===== src/rtl/i2c_tgt_pkg.sv =====
package i2c_tgt_pkg;
  typedef enum logic [3:0] {
    ST_IDLE,
    ST_ADDR,
    ST_ADDR_ACK,
    ST_SUB,
    ST_SUB_ACK,
    ST_WDATA,
    ST_WDATA_ACK,
    ST_RDATA,
    ST_RACK
  } tgt_state_e;
endpackage


===== src/rtl/i2c_line_filter.sv =====
module i2c_line_filter #(
  parameter int SYNC_STAGES = 2,
  parameter int FILT_LEN    = 3
) (
  input  logic clk_i,
  input  logic rst_ni,
  input  logic line_i,
  output logic line_o
);
  localparam int CW = $clog2(FILT_LEN + 1);

  logic [SYNC_STAGES-1:0] sync_q;
  logic [CW-1:0]          cnt_q;
  logic                   line_q;

  always_ff @(posedge clk_i or negedge rst_ni) begin
    if (!rst_ni) begin
      sync_q <= '1;
      cnt_q  <= '0;
      line_q <= 1'b1;
    end else begin
      sync_q <= {sync_q[SYNC_STAGES-2:0], line_i};
      if (sync_q[SYNC_STAGES-1] != line_q) begin
        // accept only after FILT_LEN consecutive differing samples
        if (cnt_q == CW'(FILT_LEN - 1)) begin
          line_q <= sync_q[SYNC_STAGES-1];
          cnt_q  <= '0;
        end else begin
          cnt_q <= cnt_q + 1'b1;
        end
      end else begin
        cnt_q <= '0;
      end
    end
  end

  assign line_o = line_q;
endmodule


===== src/rtl/i2c_bus_events.sv =====
module i2c_bus_events (
  input  logic clk_i,
  input  logic rst_ni,
  input  logic scl_i,
  input  logic sda_i,
  output logic start_o,
  output logic stop_o,
  output logic scl_rise_o,
  output logic scl_fall_o
);
  logic scl_q, sda_q;

  always_ff @(posedge clk_i or negedge rst_ni) begin
    if (!rst_ni) begin
      scl_q <= 1'b1;
      sda_q <= 1'b1;
    end else begin
      scl_q <= scl_i;
      sda_q <= sda_i;
    end
  end

  assign start_o    = scl_q & scl_i & sda_q & ~sda_i;
  assign stop_o     = scl_q & scl_i & ~sda_q & sda_i;
  assign scl_rise_o = ~scl_q & scl_i;
  assign scl_fall_o = scl_q & ~scl_i;
endmodule


===== src/rtl/i2c_reg_bank.sv =====
module i2c_reg_bank #(
  parameter int          AW        = 7,
  parameter int          DW        = 8,
  parameter logic [6:0]  CTRL_ADDR = 7'h21,
  parameter int          INC_BIT   = 2,
  parameter logic [7:0]  CTRL_RST  = 8'h04
) (
  input  logic          clk_i,
  input  logic          rst_ni,
  input  logic          we_i,
  input  logic [AW-1:0] waddr_i,
  input  logic [DW-1:0] wdata_i,
  input  logic [AW-1:0] raddr_i,
  output logic [DW-1:0] rdata_o,
  output logic          inc_en_o
);
  localparam int NREGS = 1 << AW;

  logic [DW-1:0] mem_q [NREGS];
  logic [DW-1:0] rdata_q;

  always_ff @(posedge clk_i or negedge rst_ni) begin
    if (!rst_ni) begin
      for (int i = 0; i < NREGS; i++)
        mem_q[i] <= (i == int'(CTRL_ADDR)) ? DW'(CTRL_RST) : '0;
      rdata_q <= '0;
    end else begin
      if (we_i) mem_q[waddr_i] <= wdata_i;
      rdata_q <= mem_q[raddr_i];
    end
  end

  assign rdata_o  = rdata_q;
  assign inc_en_o = mem_q[CTRL_ADDR[AW-1:0]][INC_BIT];
endmodule


===== src/rtl/i2c_reg_target.sv =====
module i2c_reg_target
  import i2c_tgt_pkg::*;
#(
  parameter logic [6:0] DEV_ADDR    = 7'h1E,
  parameter int         SYNC_STAGES = 2,
  parameter int         FILT_LEN    = 3,
  parameter int         AW          = 7,
  parameter int         DW          = 8,
  parameter logic [6:0] CTRL_ADDR   = 7'h21,
  parameter int         INC_BIT     = 2,
  parameter logic [7:0] CTRL_RST    = 8'h04
) (
  input  logic clk_i,
  input  logic rst_ni,
  input  logic scl_i,
  input  logic sda_i,
  output logic sda_oe_o
);
  localparam int CW = $clog2(DW + 1);

  logic scl_f, sda_f;
  logic start_ev, stop_ev, scl_rise, scl_fall;
  logic [DW-1:0] rd_data;
  logic          inc_en;

  tgt_state_e    state_q;
  logic [CW-1:0] bit_cnt_q;
  logic [DW-1:0] shreg_q;
  logic [AW-1:0] ptr_q;
  logic          rw_q, oe_q;
  logic          we_q;
  logic [AW-1:0] waddr_q;
  logic [DW-1:0] wdata_q;

  i2c_line_filter #(.SYNC_STAGES(SYNC_STAGES), .FILT_LEN(FILT_LEN)) u_scl_filt (
    .clk_i(clk_i), .rst_ni(rst_ni), .line_i(scl_i), .line_o(scl_f));
  i2c_line_filter #(.SYNC_STAGES(SYNC_STAGES), .FILT_LEN(FILT_LEN)) u_sda_filt (
    .clk_i(clk_i), .rst_ni(rst_ni), .line_i(sda_i), .line_o(sda_f));

  i2c_bus_events u_events (
    .clk_i(clk_i), .rst_ni(rst_ni), .scl_i(scl_f), .sda_i(sda_f),
    .start_o(start_ev), .stop_o(stop_ev),
    .scl_rise_o(scl_rise), .scl_fall_o(scl_fall));

  i2c_reg_bank #(.AW(AW), .DW(DW), .CTRL_ADDR(CTRL_ADDR),
                 .INC_BIT(INC_BIT), .CTRL_RST(CTRL_RST)) u_bank (
    .clk_i(clk_i), .rst_ni(rst_ni),
    .we_i(we_q), .waddr_i(waddr_q), .wdata_i(wdata_q),
    .raddr_i(ptr_q), .rdata_o(rd_data), .inc_en_o(inc_en));

  always_ff @(posedge clk_i or negedge rst_ni) begin
    if (!rst_ni) begin
      state_q   <= ST_IDLE;
      bit_cnt_q <= '0;
      shreg_q   <= '0;
      ptr_q     <= '0;
      rw_q      <= 1'b0;
      oe_q      <= 1'b0;
      we_q      <= 1'b0;
      waddr_q   <= '0;
      wdata_q   <= '0;
    end else begin
      we_q <= 1'b0;
      if (stop_ev) begin
        state_q <= ST_IDLE;
        oe_q    <= 1'b0;
      end else if (start_ev) begin
        state_q   <= ST_ADDR;
        oe_q      <= 1'b0;
        bit_cnt_q <= '0;
      end else begin
        unique case (state_q)
          ST_ADDR, ST_SUB, ST_WDATA: begin
            if (scl_rise) begin
              shreg_q   <= {shreg_q[DW-2:0], sda_f};
              bit_cnt_q <= bit_cnt_q + 1'b1;
            end else if (scl_fall && bit_cnt_q == CW'(DW)) begin
              bit_cnt_q <= '0;
              if (state_q == ST_ADDR) begin
                if (shreg_q[7:1] == DEV_ADDR) begin
                  rw_q    <= shreg_q[0];
                  oe_q    <= 1'b1;
                  state_q <= ST_ADDR_ACK;
                end else begin
                  state_q <= ST_IDLE;
                end
              end else if (state_q == ST_SUB) begin
                ptr_q   <= shreg_q[AW-1:0];
                oe_q    <= 1'b1;
                state_q <= ST_SUB_ACK;
              end else begin
                we_q    <= 1'b1;
                waddr_q <= ptr_q;
                wdata_q <= shreg_q;
                // decision uses control value before this byte lands
                if (inc_en) ptr_q <= ptr_q + 1'b1;
                oe_q    <= 1'b1;
                state_q <= ST_WDATA_ACK;
              end
            end
          end
          ST_ADDR_ACK: begin
            if (scl_fall) begin
              if (rw_q) begin
                shreg_q   <= rd_data;
                oe_q      <= ~rd_data[DW-1];
                bit_cnt_q <= '0;
                state_q   <= ST_RDATA;
              end else begin
                oe_q    <= 1'b0;
                state_q <= ST_SUB;
              end
            end
          end
          ST_SUB_ACK, ST_WDATA_ACK: begin
            if (scl_fall) begin
              oe_q    <= 1'b0;
              state_q <= ST_WDATA;
            end
          end
          ST_RDATA: begin
            if (scl_fall) begin
              if (bit_cnt_q == CW'(DW - 1)) begin
                oe_q    <= 1'b0;
                state_q <= ST_RACK;
                if (inc_en) ptr_q <= ptr_q + 1'b1;
              end else begin
                bit_cnt_q <= bit_cnt_q + 1'b1;
                shreg_q   <= {shreg_q[DW-2:0], 1'b0};
                oe_q      <= ~shreg_q[DW-2];
              end
            end
          end
          ST_RACK: begin
            if (scl_rise && sda_f) begin
              state_q <= ST_IDLE;
            end else if (scl_fall) begin
              shreg_q   <= rd_data;
              oe_q      <= ~rd_data[DW-1];
              bit_cnt_q <= '0;
              state_q   <= ST_RDATA;
            end
          end
          default: ;
        endcase
      end
    end
  end

  assign sda_oe_o = oe_q;
endmodule


===== config.mk =====
export PLATFORM = sky130hd
export DESIGN_NAME = i2c_reg_target
export DESIGN_NICKNAME = d
export VERILOG_FILES = /design/src/rtl/i2c_tgt_pkg.sv /design/src/rtl/i2c_line_filter.sv /design/src/rtl/i2c_bus_events.sv /design/src/rtl/i2c_reg_bank.sv /design/src/rtl/i2c_reg_target.sv
export SDC_FILE = /design/constraint.sdc
export NUM_CORES = 2
export LEC_CHECK = 0
export BUFFER_PORTS_ARGS = -buffer_cell sky130_fd_sc_hd__buf_2
export CORE_ASPECT_RATIO = 0.8
export CORE_MARGIN = 2
export CORE_UTILIZATION = 60
export DETAILED_ROUTE_END_ITERATION = 6
export PLACE_DENSITY_LB_ADDON = 0.12
export REMOVE_ABC_BUFFERS = 1
export SYNTH_ARGS = -nofsm -noshare
export SYNTH_HDL_FRONTEND = slang
export SYNTH_SLANG_ARGS = --single-unit

===== constraint.sdc =====
create_clock -name clk_i -period 2.6 [get_ports clk_i]
set_input_delay 0.13 -clock clk_i [delete_from_list [all_inputs] [get_ports clk_i]]
set_output_delay 0.13 -clock clk_i [all_outputs]
set_load 0.02 [all_outputs]

* Yosys cells after proc, flatten, opt, wreduce, memory -nomap -nowiden *
Cells that the tools add are included.

cells by class
  bitwise operators = 20
  mux-type cells = 72
  magnitude comparators = 3
  reduce and logical (&&, ||, !) cells = 18
  add/subtract/negate cells = 4
  equal/unequal tests = 43

operators by type and width
  operator                                                                number
  1024-bit bitwise mux                                                    1
  4-bit two-way mux                                                       20
  8-bit two-way mux                                                       10
  8-bit binary-select mux with 7-bit select                               1
  8-bit demux with 7-bit select                                           1
  7-bit two-way mux                                                       7
  4-bit inequality test (second input constant)                           9
  8-bit one-hot mux with 4 select lines                                   1
  2-bit inequality test (second input constant)                           11
  4-bit by 3-bit equality test with 1-bit output (second input constant)  5
  1-bit two-way mux                                                       20
  4-bit one-hot mux with 5 select lines                                   1
  3-bit inequality test (second input constant)                           6
  9-bit AND reduction                                                     2
  8-bit greater-or-equal comparator (second input constant)               2
  7-bit inverter with 8-bit output                                        2
  4-bit one-hot mux with 4 select lines                                   1
  8-bit AND reduction                                                     2
  7-bit one-hot mux with 2 select lines                                   1
  7-bit AND reduction                                                     2
  2-bit two-way mux                                                       6
  1-bit inverter                                                          11
  5-bit inequality test (second input constant)                           2
  10-bit AND reduction                                                    1
  other kinds (21)                                                        35

word-level totals
  input port bits = 4
  logic and storage cells = 306
  output and inout port bits = 1
  bits in registers = 1085

* Depth between registers and ports, before layout *
  word-level depth = 8
  gate-level depth with buffers = 10
  depth with buffers taken out = 7

* By module *
Synthesis repeated with hierarchy kept, for this count alone.

second synthesis, totals
  cells, all modules = 3069
  area total of the unflattened synthesis = 49647.6 um^2

by module, submodules not included
  module           times used  cells each  area an instance (um^2)  seq. area each (um^2)
  i2c_reg_bank     1           2789        46676.0                  25826.0
  i2c_reg_target   1           254         2526.2                   1026.0
  i2c_line_filter  2           10          178.9                    128.9
  i2c_bus_events   1           6           87.6                     52.6

* Worst setup path before layout *
Ideal clock, no wire load.

  kind = register -> register
  from = register u_events.scl_q
  to = register waddr_q[0]
  data arrival time = 2.009 ns
  required time = 2.475 ns
  slack = 0.467 ns
  buffers on the path = 2
  cell stages (with the launch flop) = 7
  cell sequence = dfstp_2 > buf_4 > nand4b_1 > or2_2 > nor3_2 > buf_6 > mux2_2

between the ends
  longest elaborated chain between the ends = 5
  elaborated cells on any way between the ends = 13
  those cells by class = bitwise (11); reduce/logical (2)

ends and longest elaborated chain
  what                                                       line                                        RTL
  start, declared                                            i2c_bus_events.sv:11                        logic scl_q, sda_q;
  start signal, assigned                                     i2c_bus_events.sv:18                        scl_q <= scl_i;
  1-bit bitwise AND                                          i2c_bus_events.sv:23, i2c_bus_events.sv:24
  1-bit bitwise AND, on equally long branches (2 in series)  i2c_bus_events.sv:23, i2c_bus_events.sv:24
  1-bit inverter (no line)                                   n/a
  7-bit AND reduction (no line) (*)                          n/a
  end signal, assigned                                       i2c_reg_target.sv:93                        waddr_q <= ptr_q;
  end, declared                                              i2c_reg_target.sv:32                        logic [AW-1:0] waddr_q;

Every way passes the cells marked *; elsewhere a longest branch is shown, timed or not.
A chain may end at the register's enable or synchronous reset.

* Final worst setup path *
  from = register ptr_q[0]
  to = register u_bank.rdata_q[4] (netlist: u_bank.rdata_o[4])

between the ends
  longest elaborated chain between the ends = 4

ends and longest elaborated chain
  what                                                    line                   RTL
  start, declared                                         i2c_reg_target.sv:29   logic [AW-1:0] ptr_q;
  start signal, assigned                                  i2c_reg_target.sv:88   ptr_q <= shreg_q[AW-1:0];
  start signal, assigned                                  i2c_reg_target.sv:96   if (inc_en) ptr_q <= ptr_q + 1'b1;
  start signal, assigned                                  i2c_reg_target.sv:126  if (inc_en) ptr_q <= ptr_q + 1'b1;
  7-bit inverter with 8-bit output (implied by the code)  i2c_reg_bank.sv:29     rdata_q <= mem_q[raddr_i];
  8-bit binary-select mux with 7-bit select               i2c_reg_bank.sv:29
  8-bit two-way mux (implied by the code) (2 in series)   i2c_reg_bank.sv:29
  end signal, assigned                                    i2c_reg_bank.sv:29
  end, declared                                           i2c_reg_bank.sv:20     logic [DW-1:0] rdata_q;

No other way between the ends. The select of a mux whose other input is x is not followed.

==> impl_metrics.yaml <==
run_status:
  status: "completed"
logic_synthesis:
  synth_area_leaders: "dfrtp_1 54%, mux2_2 24%, mux4_2 9.2%, mux2i_1 2.5%, clkbuf_1 1.1%"
  synthArstFlopShare_pct: 100
  synth_compound_area_share_pct: 2.90
  synth_top_family_by_area: "multiplexers"
  ys.flop_type: "dfrtp_1"
  netlist_area_um2: 50300
  netlist_instances: 3331
  synth_mux_area_share_pct: 36.4
  synth_warnings: 0
  synth.yosys.seq_area_share_pct: 54.0
  post_synth_xor_area_fraction_pct: 0.0697
  synth_edf_count: 0
  yosys_register_bits: 1085
  synth_top_area_share_pct: 53.6
  synth.distinct_cells: 78
  synth-simple-area-share_pct: 3.92
  synth_top_area_cell: "dfrtp_1"
  postSynthAreaPerCell_um2: 15.1
  synth_fa_ha_area_share_pct: 0.0747
sta:
  final.period_utilization_pct: 99.2
  slew_headroom_pct: 33.7
  hold_ws_ns: 0.119
  clock_skew_ns: 0.0306
  fmax_mhz: 388
  period_minus_slack_ns: 2.58
  maxSlewViolCount: 0
  setup_viol: 0
  hold_viol: 0
  final.setup.tns_ns: 0
  tightest_slew_ns: 0.991
critical_path:
  cp.required_ns: 3.12
  endpoint_kind: "register"
  ff2ff_path_depth: 5
  arrival_ns: 3.10
  criticalPathCategory: "reg2reg"
  critPathSlowestCell: "mux4_2"
  r2r_start: "ptr_q[0]"
  cp_cell_sequence: "buf_12, mux4_2, mux2_2, a21oi_1, a32oi_1"
  worstPathMaxFanout: 49
  rr_endpoint: "u_bank.rdata_o[4]"
  start_kind: "register"
  cpPeakStageDelay_ns: 0.57
  rrSetupSlack_ns: 0.02
cts:
  clockBufferDepth: 3
  cts_num_sinks: 1085
  path_clk_slew_ns: 0.06
  clock-root-buffer: "clkbuf_16"
  worstSkewPairLatency_ns: 0.69
  htree_levels: 3
  cts_made_buffers: 104
  cts_tree: "done"
place:
  numPortBuffers: 4
  dp_hpwl_mm: 86.2
  routabilityCongestion: 0.907
  place_inst: 4411
power:
  power_mw: 34.8
  leakage_nw: 26.7
  max-vdd-ir-drop_mv: 0.712
  p_per_area_nw_per_um2: 616
floorplan:
  start_util_pct: 60.9
  die_area_um2: 86100
  core_um2: 82600
  num_rows: 94
  pin_count: 5
  die_h_um: 263
  die_x_um: 328
drt:
  drc: 0
  firstDrtPassIters: 6
  ant_nets: 0
  avgRoutedWirePerCell_um: 28.1
  vias: 30300
  wl_mm: 130
  drt_iter0_markers: 2645
  viasPerCell: 6.57
global_routing:
  gr-total-overflow: 0
  grt_pass1_vias: 32000
  track_usage_pct: 30.7
  antenna_found_initial: 5
  grt_start_max_net_pins: 130
  grt_pass1_wl_mm: 201
hold_path:
  hold_class: "in2reg"
  hold_path_startpoint: "sda_i"
  hold_depth: 2
  holdPathEnd: "u_sda_filt.sync_q[0]"
layout:
  drive_above_1_share_pct: 50.5
  area_growth_pct: 12.4
  seqCellArea_um2: 27200
  fin_nets: 3430
  nFillCells: 5518
  fin_cells: 4611
  multi_input_area_um2: 21800
flow_run:
  maxCapViolations: 0
layout make-up:
| class | instances | area share [%] |
|---|---|---|
| Tap cell | 1104 | 2.44 |
| Clock inverter | 38 | 1.13 |
| Inverter | 16 | 0.106 |
| Clock buffer | 151 | 5.49 |
| Timing Repair Buffer | 229 | 4.01 |
| Antenna cell | 1 | 0.00443 |
| Sequential cell | 1085 | 48.2 |
| Multi-Input combinational cell | 1987 | 38.7 |
layer usage:
layer / global-route usage (%) / vias to the layer above / routed length, um
met5: 0 / - / 31
met4: 9.47 / 6 / 4070
met3: 6.54 / 269 / 9330
met2: 46.6 / 1034 / 59800
met1: 44.9 / 16300 / 56500
li1: - / 12700 / -
repair_timing:
item | 4_1_cts | 5_1_grt
hold endpoints to repair | 689 | 0
pin swaps | 1 | 0
cloned | 0 | 0
endpoints found under the setup margin | 3 | 8
hold buffers | 4 | 0
gates resized for setup | 1 | 14
setup buffers | 6 | 0
sequential cells by signal, summed over array words and instances, names as in the netlist, 4 cells and up:
name	cells
state_q	4
wdata_q	8
u_bank.rdata_o	8
ptr_q	7
bit_cnt_q	4
shreg_q	8
u_bank.mem_q	1023
waddr_q	7
worst max-delay path: cells and delay by family, from the launching register on:
kind,cells,cell delay (ns)
buffers and inverters,1,0.35
AO/OA/AOI/OAI,2,0.65
flip-flops,1,0.55
multiplexers,2,0.84
cells in the mapped netlist, types with 5 or more instances:
| cell | n |
|---|---|
| nand2_1 | 134 |
| mux2i_1 | 126 |
| o22ai_1 | 9 |
| a221oi_1 | 16 |
| and3_1 | 14 |
| a311oi_1 | 8 |
| nor2_2 | 39 |
| mux4_1 | 14 |
| a22oi_1 | 57 |
| a211oi_1 | 7 |
| buf_1 | 6 |
| mux4_2 | 205 |
| a32oi_1 | 8 |
| buf_4 | 19 |
| buf_2 | 40 |
| nand4b_1 | 5 |
| nand3_1 | 47 |
| o21ai_0 | 24 |
| dfrtp_1 | 1076 |
| clkbuf_1 | 148 |
| or3_1 | 5 |
| nor2_1 | 36 |
| nand2b_1 | 18 |
| dfstp_2 | 9 |
| a2bb2oi_1 | 8 |
| a31oi_1 | 6 |
| inv_1 | 15 |
| nor3_2 | 10 |
| buf_6 | 17 |
| o221ai_1 | 5 |
| nor3_1 | 16 |
| a21oi_1 | 13 |
| o211ai_1 | 8 |
| nor2b_1 | 17 |
| mux2_2 | 1066 |
worst max path at each step:
stage | start | endpoint | slack (ns) | depth (start not counted)
2_1_floorplan | ptr_q[0] | u_bank.rdata_o[6] | -7.43 | 5
3_3_place_gp | ptr_q[0] | u_bank.rdata_o[2] | -0.09 | 6
3_5_place_dp | ptr_q[0] | u_bank.rdata_o[2] | -0.1 | 6
4_1_cts | ptr_q[0] | u_bank.rdata_o[4] | 0.009 | 5
5_1_grt | ptr_q[0] | u_bank.rdata_o[4] | -0.02 | 8
6_report | ptr_q[0] | u_bank.rdata_o[4] | 0.02 | 5
cell families (layout without fill, tap and decap cells):
kind of cell	count (synthesis)	in the layout
compound gates	194	194
xor+xnor	4	4
fa+ha+maj	3	3
buf+inv	259	434
flops	1085	1085
mux	1412	1412
other cells	0	1
simple gates	374	374
placed cells by master, fill, tap and decap left out, types with 15 or more instances in the layout:
| master | netlist | routed |
|---|---|---|
| buf_12 | 3 | 42 |
| dfrtp_1 | 1076 | 1064 |
| nand2b_1 | 18 | 18 |
| buf_4 | 19 | 177 |
| clkbuf_1 | 148 | 19 |
| nor2_2 | 39 | 39 |
| nand2_1 | 134 | 134 |
| mux2i_1 | 126 | 125 |
| mux4_2 | 205 | 205 |
| a22oi_1 | 57 | 57 |
| nand3_1 | 47 | 47 |
| clkbuf_8 | 1 | 24 |
| nor2b_1 | 17 | 17 |
| mux2_2 | 1066 | 1066 |
| o21ai_0 | 24 | 23 |
| nor2_1 | 36 | 36 |
| inv_1 | 15 | 15 |
| clkbuf_16 | 0 | 108 |
| clkinv_2 | 0 | 16 |
| bufinv_16 | 0 | 17 |
stage by stage:
| stage | util [%] | instance area, um^2 | setup slack (ns) |
|---|---|---|---|
| floorplan | - | 49000 | -7.43 |
| global route | 68.4 | 56500 | -0.0245 |
| detailed placement | 63.7 | 52600 | -0.0978 |
| global placement | 63.7 | 52600 | -0.0906 |
| finish | 68.4 | 56500 | 0.0200 |
| CTS | 68.4 | 56400 | 0.00867 |
report_power, final:
| part | total [mW] | internal (mW) | switching, mW |
|---|---|---|---|
| clock | 16.5 | 9.95 | 6.56 |
| combinational | 1.04 | 0.363 | 0.676 |
| sequential | 17.3 | 17.0 | 0.220 |
No activity file was read; power rests on OpenSTA's default activity.
